--- src/rtl/lrc_pkg.sv ---
package lrc_pkg;
  typedef enum logic {
    ST_IDLE = 1'b0,
    ST_RUN  = 1'b1
  } lrc_state_e;
endpackage

--- src/rtl/lrc_cfg_check.sv ---
// Validates (R, M) against the lane count and derives the final-round split.
module lrc_cfg_check #(
  parameter int LANES  = 4,
  parameter int CNT_W  = 16,
  parameter int LANE_W = 2,
  parameter int LCNT_W = 3
) (
  input  logic [CNT_W-1:0]  trip_i,
  input  logic [CNT_W-1:0]  rounds_i,
  output logic              ok_o,
  output logic [LCNT_W-1:0] tc_o,
  output logic [LANE_W-1:0] sel_o
);
  localparam int PROD_W = CNT_W + LANE_W + 1;

  logic [PROD_W-1:0] r_ext, hi, lo;

  always_comb begin
    r_ext = PROD_W'(trip_i);
    hi    = PROD_W'(rounds_i) * PROD_W'(LANES);
    lo    = hi - PROD_W'(LANES);
    ok_o  = (rounds_i != '0) && (r_ext > lo) && (r_ext <= hi);
    // kept lanes in the final round
    tc_o  = LCNT_W'(r_ext - lo);
    // loop-carried pick: highest lane minus surplus slots
    sel_o = LANE_W'(LANES - 1) - LANE_W'(hi - r_ext);
  end
endmodule

--- src/rtl/lrc_seq.sv ---
module lrc_seq
  import lrc_pkg::*;
#(
  parameter int LANES  = 4,
  parameter int CNT_W  = 16,
  parameter int LANE_W = 2,
  parameter int LCNT_W = 3
) (
  input  logic              clk_i,
  input  logic              rst_ni,
  input  logic              start_i,
  input  logic              dep_i,
  input  logic [CNT_W-1:0]  trip_i,
  input  logic [CNT_W-1:0]  rounds_i,
  input  logic              cfg_ok_i,
  input  logic [LCNT_W-1:0] tc_i,
  input  logic [LANE_W-1:0] sel_i,
  input  logic              cur_valid_i,
  input  logic              out_ready_i,
  output logic              busy_o,
  output logic [LANE_W-1:0] lane_o,
  output logic              take_o,
  output logic              emit_o,
  output logic [CNT_W-1:0]  idx_o,
  output logic              last_o,
  output logic              done_o,
  output logic              err_o
);
  lrc_state_e        state_q;
  logic              mode_q;
  logic [CNT_W-1:0]  trip_q, rounds_q, round_q, idx_q;
  logic [LCNT_W-1:0] tc_q;
  logic [LANE_W-1:0] sel_q, lane_q;
  logic              done_q, err_q;
  logic              final_round, lane_end, xfer;

  always_comb begin
    busy_o      = (state_q == ST_RUN);
    final_round = (round_q == rounds_q - 1'b1);
    lane_end    = (lane_q == LANE_W'(LANES - 1));
    if (mode_q) emit_o = busy_o && final_round && (lane_q == sel_q);
    else        emit_o = busy_o && (!final_round || (LCNT_W'(lane_q) < tc_q));
    // surplus results are drained without waiting on the output
    take_o = busy_o && (emit_o ? out_ready_i : 1'b1);
    xfer   = take_o && cur_valid_i;
    last_o = emit_o && (mode_q || (idx_q == trip_q - 1'b1));
  end

  always_ff @(posedge clk_i or negedge rst_ni) begin
    if (!rst_ni) begin
      state_q  <= ST_IDLE;
      mode_q   <= 1'b0;
      trip_q   <= '0;
      rounds_q <= '0;
      round_q  <= '0;
      idx_q    <= '0;
      tc_q     <= '0;
      sel_q    <= '0;
      lane_q   <= '0;
      done_q   <= 1'b0;
      err_q    <= 1'b0;
    end else begin
      done_q <= 1'b0;
      err_q  <= 1'b0;
      unique case (state_q)
        ST_IDLE: begin
          if (start_i) begin
            if (cfg_ok_i) begin
              mode_q   <= dep_i;
              trip_q   <= trip_i;
              rounds_q <= rounds_i;
              tc_q     <= tc_i;
              sel_q    <= sel_i;
              round_q  <= '0;
              lane_q   <= '0;
              idx_q    <= '0;
              state_q  <= ST_RUN;
            end else begin
              err_q <= 1'b1;
            end
          end
        end
        ST_RUN: begin
          if (xfer) begin
            if (emit_o) idx_q <= idx_q + 1'b1;
            if (lane_end) begin
              lane_q  <= '0;
              round_q <= round_q + 1'b1;
              if (final_round) begin
                state_q <= ST_IDLE;
                done_q  <= 1'b1;
              end
            end else begin
              lane_q <= lane_q + 1'b1;
            end
          end
        end
        default: state_q <= ST_IDLE;
      endcase
    end
  end

  assign lane_o = lane_q;
  assign idx_o  = idx_q;
  assign done_o = done_q;
  assign err_o  = err_q;
endmodule

--- src/rtl/lrc_lane_mux.sv ---
module lrc_lane_mux #(
  parameter int LANES  = 4,
  parameter int DATA_W = 16,
  parameter int LANE_W = 2
) (
  input  logic [LANE_W-1:0]       lane_i,
  input  logic                    take_i,
  input  logic [LANES-1:0]        lane_valid_i,
  input  logic [LANES*DATA_W-1:0] lane_data_i,
  output logic [LANES-1:0]        lane_ready_o,
  output logic                    cur_valid_o,
  output logic [DATA_W-1:0]       cur_data_o
);
  for (genvar j = 0; j < LANES; j++) begin : g_rdy
    assign lane_ready_o[j] = take_i && (lane_i == LANE_W'(j));
  end

  always_comb begin
    cur_valid_o = 1'b0;
    cur_data_o  = '0;
    for (int j = 0; j < LANES; j++) begin
      if (lane_i == LANE_W'(j)) begin
        cur_valid_o = lane_valid_i[j];
        cur_data_o  = lane_data_i[j*DATA_W +: DATA_W];
      end
    end
  end
endmodule

--- src/rtl/lane_reorder_collector.sv ---
module lane_reorder_collector #(
  parameter int LANES  = 4,
  parameter int DATA_W = 16,
  parameter int CNT_W  = 16
) (
  input  logic                    clk_i,
  input  logic                    rst_ni,
  input  logic                    start_i,
  input  logic                    dep_mode_i,
  input  logic [CNT_W-1:0]        trip_cnt_i,
  input  logic [CNT_W-1:0]        rounds_i,
  input  logic [LANES-1:0]        lane_valid_i,
  input  logic [LANES*DATA_W-1:0] lane_data_i,
  output logic [LANES-1:0]        lane_ready_o,
  output logic                    out_valid_o,
  input  logic                    out_ready_i,
  output logic [DATA_W-1:0]       out_data_o,
  output logic [CNT_W-1:0]        out_idx_o,
  output logic                    out_last_o,
  output logic                    done_o,
  output logic                    err_o,
  output logic                    busy_o
);
  localparam int LANE_W = (LANES > 1) ? $clog2(LANES) : 1;
  localparam int LCNT_W = $clog2(LANES + 1);

  logic              cfg_ok;
  logic [LCNT_W-1:0] cfg_tc;
  logic [LANE_W-1:0] cfg_sel, cur_lane;
  logic              take, emit, cur_valid;

  lrc_cfg_check #(
    .LANES(LANES), .CNT_W(CNT_W), .LANE_W(LANE_W), .LCNT_W(LCNT_W)
  ) u_cfg (
    .trip_i  (trip_cnt_i),
    .rounds_i(rounds_i),
    .ok_o    (cfg_ok),
    .tc_o    (cfg_tc),
    .sel_o   (cfg_sel)
  );

  lrc_seq #(
    .LANES(LANES), .CNT_W(CNT_W), .LANE_W(LANE_W), .LCNT_W(LCNT_W)
  ) u_seq (
    .clk_i      (clk_i),
    .rst_ni     (rst_ni),
    .start_i    (start_i),
    .dep_i      (dep_mode_i),
    .trip_i     (trip_cnt_i),
    .rounds_i   (rounds_i),
    .cfg_ok_i   (cfg_ok),
    .tc_i       (cfg_tc),
    .sel_i      (cfg_sel),
    .cur_valid_i(cur_valid),
    .out_ready_i(out_ready_i),
    .busy_o     (busy_o),
    .lane_o     (cur_lane),
    .take_o     (take),
    .emit_o     (emit),
    .idx_o      (out_idx_o),
    .last_o     (out_last_o),
    .done_o     (done_o),
    .err_o      (err_o)
  );

  lrc_lane_mux #(
    .LANES(LANES), .DATA_W(DATA_W), .LANE_W(LANE_W)
  ) u_mux (
    .lane_i      (cur_lane),
    .take_i      (take),
    .lane_valid_i(lane_valid_i),
    .lane_data_i (lane_data_i),
    .lane_ready_o(lane_ready_o),
    .cur_valid_o (cur_valid),
    .cur_data_o  (out_data_o)
  );

  assign out_valid_o = emit && cur_valid;
endmodule

--- config.mk ---
export PLATFORM = sky130hd
export DESIGN_NAME = lane_reorder_collector
export DESIGN_NICKNAME = d
export VERILOG_FILES = /design/src/rtl/lrc_pkg.sv /design/src/rtl/lrc_cfg_check.sv /design/src/rtl/lrc_seq.sv /design/src/rtl/lrc_lane_mux.sv /design/src/rtl/lane_reorder_collector.sv
export SDC_FILE = /design/constraint.sdc
export NUM_CORES = 1
export LEC_CHECK = 0
export CORE_MARGIN = 5
export CORE_UTILIZATION = 28
export DETAILED_ROUTE_END_ITERATION = 7
export PLACE_DENSITY_LB_ADDON = 0.05
export SLEW_MARGIN = 25
export SYNTH_ARGS = -nofsm -noshare
export SYNTH_HDL_FRONTEND = slang
export SYNTH_SLANG_ARGS = --single-unit
--- constraint.sdc ---
create_clock -name clk_i -period 11.6 [get_ports clk_i]
set_clock_uncertainty 0.2 [all_clocks]
set_input_delay 2.32 -clock clk_i [delete_from_list [all_inputs] [get_ports clk_i]]
set_output_delay 2.32 -clock clk_i [all_outputs]
set_load 0.005 [all_outputs]
==> PnR_summary.wiki <==
{| class="wikitable"
! Metric !! Value
|-
| Status || complete, no violations
|-
| Number of top-level design ports || around 150
|-
| Via count of the first global-routing pass || approximately 6000
|-
| Filler-free cell count of the finished design || 1193
|-
| Kind of cell adding the most delay to the critical path || buffers and inverters
|-
| Post-synth EDFFs || 0
|-
| Clock input transition at the sequential cells of the worst setup and hold paths || 0.06 ns
|-
| CP max FO || 20
|-
| Fraction of registers with async set/reset || 1.000
|-
| Horizontal extent of the die || 158.3 µm
|-
| Path type of the worst setup path || primary input to primary output
|-
| Post-synthesis to final-layout area growth || 32.21%
|-
| Cell total after placement || between 1000 and 1500
|-
| Total power per unit cell area || 189.8 nW/µm²
|-
| Post-layout net count || between 1000 and 1500
|-
| Switching part of the total power || 0.4289
|-
| Vias per std cell || 5.262
|-
| Antenna fix cells || 0
|-
| Tightest Pin Transition || slightly below 0.9 ns
|-
| Sequential share of the synthesized area || 0.2965
|-
| CP Data Arrival Time || 4.61 ns
|-
| Post-Synthesis Cells || 789
|-
| Netlist cell types || between 60 and 70
|-
| Buffers on Ports || 145
|-
| Starting density of the core || 0.2832
|-
| Clock period minus worst slack || 7.130 ns
|-
| Most common library cell in the layout ignoring fill and taps || clkdlybuf4s50_1
|-
| Number of design rule violations left after detail routing || 0
|-
| Worst endpoint required time || 9.08 ns
|-
| Maximum number of pins on one net before global-route repair || 74
|-
| Max-slew headroom at the worst pin || 0.4109
|-
| GRT Residual Overflow || 0
|-
| Latest clock arrival within the worst-skew pair || 0.33 ns
|-
| Buffers and inverters on the worst path || 3
|-
| Floorplan die area || 25070 µm²
|-
| CP endpoint kind || primary output
|-
| Yosys warning count || 0
|-
| Kind of start point of the critical path || primary input
|-
| CTS tree || yes
|-
| Clk network pwr share || 0.196
|-
| Sum of negative setup slack || 0 ns
|-
| Leakage power of the design || 3.356 nW
|-
| Total stage count of the critical path || 10
|-
| Final Slew Violations || 0
|-
| Wire length of the first global-routing pass || 33330 µm
|-
| Die H || 158.3 µm
|-
| Final Hold Vio Count || 0
|-
| Hold crit path type || flip-flop to flip-flop
|-
| GRT Resource Usage Total || 0.1683
|-
| Slowest stage cell on the critical path || clkdlybuf4s50_1
|-
| Max Cap Violations || 0
|-
| Post-DR wirelength/cell || 18.04 µm
|-
| Internal Dissipation || 0.0008831 W
|-
| Net count after synthesis || 933
|-
| Post-Syn Area || 6161 µm²
|-
| Setup repair after global routing missed its margin || false
|-
| Cell row count || 54
|-
| Largest incremental delay on the critical path || 0.51 ns
|-
| Fill cell total of the finished layout || 2319
|-
| GP Congestion || 0.9295
|-
| Worst setup timing slack at the placement stage || around 4.2 ns
|-
| Hold_buf cts || 0
|-
| Via count of the routed design || 6278
|-
| Number of endpoints failing setup at the final stage || 0
|-
| Fraction of the cycle the final worst path needs || 0.6147
|-
| Maximum vdd drop || 0.00008934 V
|-
| Most frequent cells in the layout || clkdlybuf4s50_1 (144), nand2_1 (133), dfrtp_1 (73), a21oi_1 (57), nor2_1 (54)
|-
| Sw Pwr || 0.0006631 W
|-
| Core footprint || 21760 µm²
|-
| Portion of total power attributed to sequential cells || 0.297
|-
| Cell count of the worst hold path || 2
|-
| Total wire length || 21520 µm
|-
| CTS root buffer || clkbuf_16
|-
| Clock sink count || 73
|-
| Proportion of power drawn by combinational gates || 0.507
|-
| Count of state elements after synthesis || 73
|-
| Antenna violation net count after detailed routing || 0
|-
| Worst path setup slack after routing || between 4 and 5 ns
|-
| Chain of cells forming the critical path || clkdlybuf4s50_1 > nand3b_1 > a21oi_1 > a21oi_1 > nor2_1 > o21ai_0 > buf_4 > or2_2 > nor2_1 > clkdlybuf4s50_1
|-
| Number of cells on the worst reg-to-reg path || 10
|-
| Share of final-layout standard cells stronger than drive strength 1 || 0.04162
|-
| Number of antenna violations at the first check in global routing || 0
|-
| Clock Path Buffers || 2
|-
| H-tree depth || 3
|-
| Top achievable clock speed || approximately 0.14 GHz
|-
| Number of buffers added by the clock tree synthesis step || 9
|-
| # Post-CTS Setup Buffers || 0
|-
| Detailed-router iteration count before antenna repair || 5
|-
| Final HPWL DP || 16850 µm
|-
| Primary FF master, synth || dfrtp_1
|-
| Mapped Avg Cell Area || 7.809 µm²
|-
| Cells resized by post-CTS repair || 0
|-
| Initial DRC Count || 275
|}
-- flip-flops by register name, summed over array words and instances (netlist names) --
name	count
u_seq.err_o	1
u_seq.tc_q	3
u_seq.trip_q	14
u_seq.idx_o	16
u_seq.busy_o	1
u_seq.sel_q	2
u_seq.done_o	1
u_seq.rounds_q	16
u_seq.lane_o	2
u_seq.mode_q	1
u_seq.round_q	16
-- stage by stage --
| stage | util | area [µm²] | total power, W | hold slack, ns |
|---|---|---|---|---|
| floorplan | - | 6161 | 0.0009418 | 0.2652 |
| global placement | 0.3590 | 7811 | 0.001242 | 0.2848 |
| detailed placement | 0.3592 | 7814 | 0.001251 | 0.2936 |
| CTS | 0.3739 | 8135 | 0.001560 | 0.3065 |
| global route | 0.3744 | 8145 | 0.001672 | 0.3575 |
| finish | 0.3744 | 8145 | 0.001546 | 0.3031 |
-- cells in the mapped netlist, drive strengths merged, types with 4 or more instances --
cell type  instances  share of area
nand2            134          0.082
dfrtp             73           0.30
a21oi             57          0.046
nor2              55          0.034
o21ai             51          0.041
ha                39          0.079
inv               35          0.021
xnor2             35          0.050
clkbuf            30          0.018
nand4             25          0.025
nor3              21          0.017
nor4              20          0.027
nand3             19          0.015
and3              15          0.015
mux2i             15          0.024
xor2              15          0.021
or4               14          0.018
buf               13          0.013
o31ai             12          0.015
nor2b              9         0.0091
or3                9         0.0091
a21o               8         0.0097
o21a               8          0.011
and2               6         0.0061
a22oi              5         0.0061
o22ai              5         0.0051
o41ai              5         0.0071
a211oi             4         0.0049
nand2b             4         0.0041
nand3b             4         0.0049
nor3b              4         0.0049
-- logic make-up after synthesis --
family | after synthesis | share of synthesized area
mux | 16 | 0.02620
fa+ha+maj | 39 | 0.07920
simple gates | 348 | 0.2847
buf+inv | 78 | 0.05280
compound gates | 185 | 0.1895
xor+xnor | 50 | 0.07108
flops | 73 | 0.2965
-- path summary, 6_finish.rpt --
check                                endpoint                from  slack, ns
hold reg to reg            u_seq.rounds_q[15]  u_seq.rounds_q[15]       0.30
min in group asynchronous        u_seq.done_o              rst_ni       1.91
setup / recovery                  out_valid_o     lane_valid_i[0]       4.47
hold / removal             u_seq.rounds_q[15]  u_seq.rounds_q[15]       0.30
max in group asynchronous  u_seq.rounds_q[11]              rst_ni       8.80
setup reg to reg               u_seq.idx_o[3]   u_seq.rounds_q[0]       7.61
-- power by group through the flow --
stage               registers, W  logic (W)  clock network, W
floorplan               0.000406   0.000536                 0
global placement        0.000462   0.000780                 0
detailed placement      0.000465   0.000786                 0
CTS                     0.000460   0.000790          0.000309
global route            0.000475   0.000876          0.000320
finish                  0.000460   0.000784          0.000303
-- area by class of cell --
cell class | instances | area, µm² | area share
flip-flops and latches | 73 | 1827 | 0.2243
well taps | 280 | 350.3 | 0.04301
multi-input cells | 638 | 4020 | 0.4935
clock buffers | 11 | 242.7 | 0.02980
repair buffers | 151 | 1495 | 0.1836
inverters | 35 | 131.4 | 0.01613
clock inverters | 5 | 78.83 | 0.009677
-- worst register-to-register path, stage by stage, from the launching register on --
cell     delay, ns
dfrtp_1       0.43
inv_1         0.11
ha_1          0.19
nor3b_1       0.74
a21oi_1       0.12
o21ai_0       0.54
nand4_1       0.27
nor4_4        0.35
nor2_2        0.26
or4_1         0.56
a21oi_1       0.16
-- layer usage --
metal | track usage | vias to the layer above | wire [µm] | share of wire
met4 | 0.04224 | 0 | 370 | 0.017
met3 | 0.02990 | 28 | 1325 | 0.062
met1 | 0.2212 | 3005 | 9691 | 0.45
li1 | - | 3074 | - | -
met2 | 0.2874 | 171 | 10140 | 0.47
met5 | 0 | - | 0 | 0
Note: power is estimated with default switching activity, not from simulation.
